$ cat config.mk
export PLATFORM = sky130hd
export DESIGN_NAME = vec_byte_aligner
export DESIGN_NICKNAME = d
export VERILOG_FILES = /design/src/rtl/vba_pkg.sv /design/src/rtl/vba_byte_rotator.sv /design/src/rtl/vba_byte_merge.sv /design/src/rtl/vec_byte_aligner.sv
export SDC_FILE = /design/constraint.sdc
export NUM_CORES = 2
export LEC_CHECK = 0
export ABC_AREA = 0
export BUFFER_PORTS_ARGS = -buffer_cell sky130_fd_sc_hd__clkbuf_2
export CAP_MARGIN = 10
export CORE_UTILIZATION = 45
export CTS_CLUSTER_DIAMETER = 80
export DETAILED_ROUTE_END_ITERATION = 7
export SLEW_MARGIN = 20
export SYNTH_ARGS = -nofsm -noshare
export SYNTH_HDL_FRONTEND = slang
export SYNTH_HIERARCHICAL = 1
export SYNTH_SLANG_ARGS = --single-unit
$ cat constraint.sdc
create_clock -name clk -period 19.9 [get_ports clk]
set_input_delay 5.97 -clock clk [delete_from_list [all_inputs] [get_ports clk]]
set_output_delay 5.97 -clock clk [all_outputs]
set_load 0.02 [all_outputs]
$ cat src/rtl/vba_pkg.sv
package vba_pkg;

  localparam int BYTE_W = 8;

  typedef enum logic [2:0] {
    ST_IDLE  = 3'd0,
    ST_RD_LO = 3'd1,
    ST_RD_HI = 3'd2,
    ST_LAST  = 3'd3,
    ST_WR_LO = 3'd4,
    ST_WR_HI = 3'd5,
    ST_FIN   = 3'd6
  } vba_state_e;

endpackage

$ cat src/rtl/vba_byte_rotator.sv
// Output byte j takes input byte (j + amt) mod N_BYTES; byte 0 is the MSB byte.
// N_BYTES must be a power of two so the modulo is a plain wrap of amt.
module vba_byte_rotator #(
  parameter int N_BYTES = 16,
  parameter int SH_W    = $clog2(N_BYTES)
) (
  input  logic [N_BYTES*vba_pkg::BYTE_W-1:0] din,
  input  logic [SH_W-1:0]                    amt,
  output logic [N_BYTES*vba_pkg::BYTE_W-1:0] dout
);
  localparam int BW = vba_pkg::BYTE_W;

  for (genvar j = 0; j < N_BYTES; j++) begin : g_byte
    logic [SH_W-1:0] src;
    assign src = SH_W'(j) + amt;
    assign dout[(N_BYTES-1-j)*BW +: BW] = din[(N_BYTES-1-int'(src))*BW +: BW];
  end

endmodule

$ cat src/rtl/vba_byte_merge.sv
// Byte-wise select: enabled bytes take fresh, others keep base.
module vba_byte_merge #(
  parameter int N_BYTES = 16
) (
  input  logic [N_BYTES*vba_pkg::BYTE_W-1:0] base,
  input  logic [N_BYTES*vba_pkg::BYTE_W-1:0] fresh,
  input  logic [N_BYTES-1:0]                 en,
  output logic [N_BYTES*vba_pkg::BYTE_W-1:0] dout
);
  localparam int BW = vba_pkg::BYTE_W;

  for (genvar j = 0; j < N_BYTES; j++) begin : g_byte
    assign dout[(N_BYTES-1-j)*BW +: BW] =
      en[j] ? fresh[(N_BYTES-1-j)*BW +: BW] : base[(N_BYTES-1-j)*BW +: BW];
  end

endmodule

$ cat src/rtl/vec_byte_aligner.sv
module vec_byte_aligner
  import vba_pkg::*;
#(
  parameter int ADDR_W   = 12,
  parameter int DW_BYTES = 8,
  localparam int VEC_BYTES = 2 * DW_BYTES,
  localparam int OFF_W     = $clog2(DW_BYTES),
  localparam int EL_W      = $clog2(VEC_BYTES),
  localparam int IDX_W     = ADDR_W - OFF_W,
  localparam int DW_W      = DW_BYTES * BYTE_W,
  localparam int VEC_W     = VEC_BYTES * BYTE_W
) (
  input  logic                 clk,
  input  logic                 rst_n,
  input  logic                 start,
  input  logic                 is_store,
  input  logic [ADDR_W-1:0]    addr,
  input  logic [EL_W-1:0]      elem,
  input  logic [VEC_BYTES-1:0] byte_en,
  input  logic [VEC_W-1:0]     vreg_in,
  output logic                 busy,
  output logic                 done,
  output logic [VEC_W-1:0]     vreg_out,
  output logic                 mem_en,
  output logic                 mem_we,
  output logic [IDX_W-1:0]     mem_addr,
  output logic [DW_W-1:0]      mem_wdata,
  input  logic [DW_W-1:0]      mem_rdata
);

  // reset synchroniser: assert asynchronously, release on clock
  logic rst_meta_n, rst_sync_n;
  always_ff @(posedge clk or negedge rst_n) begin
    if (!rst_n) begin
      rst_meta_n <= 1'b0;
      rst_sync_n <= 1'b0;
    end else begin
      rst_meta_n <= 1'b1;
      rst_sync_n <= rst_meta_n;
    end
  end

  vba_state_e             state_q, state_d;
  logic                   st_q;
  logic [IDX_W-1:0]       idx_q;
  logic [OFF_W-1:0]       off_q;
  logic [EL_W-1:0]        elem_q;
  logic [VEC_BYTES-1:0]   en_q;
  logic [VEC_W-1:0]       vreg_q;
  logic [DW_W-1:0]        lo_q;
  logic [VEC_W-1:0]       wbuf_q;
  logic [VEC_W-1:0]       vout_q;

  logic                   accept;
  logic                   two_dw;
  logic [VEC_W-1:0]       window;
  logic [VEC_W-1:0]       rot_in, rot_out;
  logic [EL_W-1:0]        rot_amt;
  logic [EL_W-1:0]        off_ext;
  logic [VEC_BYTES-1:0]   merge_en;
  logic [VEC_W-1:0]       merge_base, merged;
  logic                   cap_op, cap_lo, cap_wbuf, cap_vout;

  assign accept  = (state_q == ST_IDLE) && start;
  assign two_dw  = (off_q != '0);
  assign off_ext = {{(EL_W-OFF_W){1'b0}}, off_q};

  // next-state
  always_comb begin
    state_d = state_q;
    unique case (state_q)
      ST_IDLE:  if (accept) state_d = ST_RD_LO;
      ST_RD_LO: state_d = two_dw ? ST_RD_HI : ST_LAST;
      ST_RD_HI: state_d = ST_LAST;
      ST_LAST:  state_d = st_q ? ST_WR_LO : ST_FIN;
      ST_WR_LO: state_d = two_dw ? ST_WR_HI : ST_FIN;
      ST_WR_HI: state_d = ST_FIN;
      ST_FIN:   state_d = ST_IDLE;
      default:  state_d = ST_IDLE;
    endcase
  end

  // window as seen in ST_LAST: the last read's data arrives on mem_rdata
  assign window = two_dw ? {lo_q, mem_rdata} : {mem_rdata, {DW_W{1'b0}}};

  // one rotator and one merger shared by both directions
  always_comb begin
    if (st_q) begin
      rot_in     = vreg_q;
      rot_amt    = elem_q - off_ext;
      merge_en   = en_q << off_q;
      merge_base = window;
    end else begin
      rot_in     = window;
      rot_amt    = off_ext - elem_q;
      merge_en   = en_q << elem_q;
      merge_base = vreg_q;
    end
  end

  vba_byte_rotator #(.N_BYTES(VEC_BYTES)) u_rot (
    .din  (rot_in),
    .amt  (rot_amt),
    .dout (rot_out)
  );

  vba_byte_merge #(.N_BYTES(VEC_BYTES)) u_merge (
    .base  (merge_base),
    .fresh (rot_out),
    .en    (merge_en),
    .dout  (merged)
  );

  // clock enables
  assign cap_op   = accept;
  assign cap_lo   = (state_q == ST_RD_HI);
  assign cap_wbuf = (state_q == ST_LAST) && st_q;
  assign cap_vout = (state_q == ST_LAST) && !st_q;

  // registers
  always_ff @(posedge clk or negedge rst_sync_n) begin
    if (!rst_sync_n) begin
      state_q <= ST_IDLE;
      st_q    <= 1'b0;
      idx_q   <= '0;
      off_q   <= '0;
      elem_q  <= '0;
      en_q    <= '0;
      vreg_q  <= '0;
      lo_q    <= '0;
      wbuf_q  <= '0;
      vout_q  <= '0;
    end else begin
      state_q <= state_d;
      if (cap_op) begin
        st_q   <= is_store;
        idx_q  <= addr[ADDR_W-1:OFF_W];
        off_q  <= addr[OFF_W-1:0];
        elem_q <= elem;
        en_q   <= byte_en;
        vreg_q <= vreg_in;
      end
      if (cap_lo)   lo_q   <= mem_rdata;
      if (cap_wbuf) wbuf_q <= merged;
      if (cap_vout) vout_q <= merged;
    end
  end

  // memory port
  always_comb begin
    mem_en    = 1'b0;
    mem_we    = 1'b0;
    mem_addr  = idx_q;
    mem_wdata = wbuf_q[VEC_W-1 -: DW_W];
    unique case (state_q)
      ST_RD_LO: mem_en = 1'b1;
      ST_RD_HI: begin
        mem_en   = 1'b1;
        mem_addr = idx_q + IDX_W'(1);
      end
      ST_WR_LO: begin
        mem_en = 1'b1;
        mem_we = 1'b1;
      end
      ST_WR_HI: begin
        mem_en    = 1'b1;
        mem_we    = 1'b1;
        mem_addr  = idx_q + IDX_W'(1);
        mem_wdata = wbuf_q[DW_W-1:0];
      end
      default: ;
    endcase
  end

  assign busy     = (state_q != ST_IDLE) && (state_q != ST_FIN);
  assign done     = (state_q == ST_FIN);
  assign vreg_out = vout_q;

endmodule

==> flow_summary.toml <==
[worst_setup_path]
r2r_cells = 13
critPathKind = "reg -> out"
endpoint_kind = "primary output"
crit_slowest_cell = "or3b_4"
cp.required_ps = 13930
timing.rr.start = "st_q"
crit_path_start_kind = "flip-flop"
critical_path.top_delay_family = "simple AND/OR/NAND/NOR gates"
cp_cell_sequence = "or3b_4 > nand2_2 > and2_1 > nand3_1 > xnor2_1 > clkbuf_2"
r2r-end = "wbuf_q[67]"
crit_fanout = 35
worstPathArrival_ps = 2930
slowest_delay_ps = 720
cp_num_buf_inv = 1
r2r_slack_ps = 13330

[synthesis]
async_flop_share = 1.00
yosys_warnings = 6
synth_top_family_by_area = "multiplexers"
synth-seq-area-share = 0.371
synth-adder-area-share = 0.00694
synth_nets = 2950
synth_edf_count = 0
synth_top_area_share = 0.371
synth.area.top_cells = "dfrtp_1, mux2_2, mux4_2"
synthCells = 2705
synth.area.mux_share = 0.461
ys_ff_latch = 486
syn_area_sq_mm = 0.0328
synth_xor_area_frac = 0.00751
synth_cell_types = 58
yosys.area_share.simple = 0.0644
yosys.area.top_type = "dfrtp_1"
synth.avg_cell_area_sq_um = 12.1
synth_flop_cell = "dfrtp_1"
synth-compound-area-share = 0.0398

[job]
drv_cap = 0

[outcome]
status = "completed"

[clocking]
root_buffer = "clkbuf_16"
post-cts-setup-buffer-count = 0
cts_buffer_depth = 3
path_clk_slew_ps = 60
numCtsBuffers = 57
cts.sinks = 486
post_cts_resized = 0
cts-hold-fix-buffers = 0
cts_tree = "done"
cts.htree.levels = 2
clock_latency_ps = 620

[die]
coreArea_sq_mm = 0.0719
dieHeight_microns = 272
die-width_microns = 272
rows = 98
num_io_pins = 433
dieArea_sq_mm = 0.0740
start_util = 0.457

[grt]
grt_pass1_wl_microns = 167000
grtUsageTotal = 0.304
grt_pass1_vias = 24500
grt_max_degree = 167
grt_antenna_before_repair = 11
grt-ovfl-total = 0

[timing]
skew_ps = 19.3
rsz0062_at_grt = "no"
finalHoldViolations = 0
tns_ps = 0
finalSetupViolCount = 0
max_freq_mhz = 112
slew_viol_final = 0
worst_slew_pin_slew_ps = 1240
max_slew_margin = 0.164
fin_crit_sh = 0.447
fin_crit_ps = 8900

[place]
gp_congestion = 0.956
io_buffers = 432
dp_hpwl_microns = 85000
placed_area_sq_mm = 0.0354

[detailed_routing]
wirelength_microns = 113000
ant_nets = 0
route.detailed.drc = 0
wire_per_inst_microns = 28.2
first_pass_iters = 5
drt_iter0_markers = 2374
via_per_inst = 6.11
dr_total_vias = 24600

[final_layout]
finalCoreUtilization = 0.522
final_nets = 3269
drive_gt1_frac = 0.507
fin_area_sq_mm = 0.0375
area_growth_pct = 14.3

[min_path]
min_path_type = "reg -> async"
## synthesized netlist by cell type, types with 3 or more instances
| master | count |
|---|---|
| o21ai_0 | 209 |
| ha_1 | 15 |
| dfrtp_1 | 486 |
| mux2_1 | 3 |
| mux4_2 | 214 |
| nand2_1 | 402 |
| buf_6 | 31 |
| xnor2_2 | 3 |
| a21oi_1 | 6 |
| clkbuf_1 | 51 |
| nand3_1 | 71 |
| nor2_1 | 15 |
| buf_2 | 99 |
| xnor2_1 | 12 |
| o21ai_1 | 3 |
| buf_4 | 31 |
| mux4_1 | 12 |
| buf_1 | 10 |
| and3_1 | 4 |
| mux2_4 | 50 |
| o211ai_1 | 6 |
| xor2_2 | 3 |
| nand4_1 | 3 |
| a22oi_1 | 3 |
| a32oi_1 | 3 |
| nor3_1 | 5 |
| inv_1 | 76 |
| mux2_2 | 677 |
| xor2_1 | 5 |
| nor2b_1 | 5 |
| mux2i_1 | 158 |
## cells in the final DEF, fill, tap and decap left out, types with 6 or more instances in the layout
master,n
a21oi_1,6
buf_4,47
bufinv_16,10
clkbuf_16,59
clkbuf_2,432
clkbuf_8,12
clkinv_2,6
dfrtp_1,484
ha_1,14
inv_1,75
inv_6,6
mux2_2,677
mux2_4,50
mux2i_1,156
mux4_1,12
mux4_2,214
nand2_1,402
nand3_1,69
nor2_1,13
o211ai_1,6
o21ai_0,203
o21ai_1,8
xnor2_1,10
## stage by stage
stage | worst slack (ps) | std cells | hold WS, ps
final | 11000 | 4024 | 335
after global routing | 10890 | 4023 | 364
after CTS | 11000 | 4020 | 361
after detailed placement | 11320 | 3915 | 346
after global placement | 11240 | 3914 | 339
after floorplan | 5350 | 2705 | 331
## worst max-delay path by stage
stage	startpoint	cells after the start	slack, ps	end
after floorplan	rst_sync_n	0	5350	elem_q[0]
after global placement	mem_rdata[48]	8	11240	vreg_out[56]
after detailed placement	mem_rdata[20]	9	11320	wbuf_q[28]
after CTS	state_q[1]	6	11000	mem_addr[4]
after global routing	state_q[1]	6	10890	mem_addr[4]
final	state_q[1]	6	11000	mem_addr[4]
## state kept, by name (all words and copies together), names as in the netlist
| register | count |
|---|---|
| rst_meta_n | 1 |
| elem_q | 4 |
| state_q | 3 |
| off_q | 3 |
| wbuf_q | 128 |
| idx_q | 9 |
| vreg_out | 128 |
| lo_q | 64 |
| rst_sync_n | 1 |
| st_q | 1 |
| en_q | 16 |
| vreg_q | 128 |
## metal layers
layer	vias up	wire length [microns]	GRT usage
met5	-	68	0
met4	8	3660	0.0964
met3	182	9490	0.0587
met2	1098	52400	0.475
met1	12700	47800	0.425
li1	10600	-	-
## worst reg2reg max path: stages (launching register included)
cell	delay [ps]
dfrtp_4	880
buf_4	810
mux2i_1	520
xor2_4	180
buf_4	460
buf_4	650
inv_1	240
ha_1	280
a21boi_0	150
xnor2_1	640
buf_4	400
mux4_2	630
mux2_2	340
mux2_2	270
## final cells by class
class                   count  area, sq um
flip-flops and latches    486        12200
fillers                  6273        34300
repair buffers            483         2590
clock inverters            29          443
diodes                      4         10.0
inverters                  77          294
clock buffers              76         1660
well taps                 950         1190
multi-input cells        1919        19200
## logic make-up after synthesis
kind of cell | count (synthesis)
compound gates | 245
xor+xnor | 23
fa+ha+maj | 17
buf+inv | 300
flops | 486
mux | 1115
other cells | 1
simple gates | 518
Power is not shown: default switching activity piles up to over one toggle a cycle in this logic, so the estimate is an artifact.
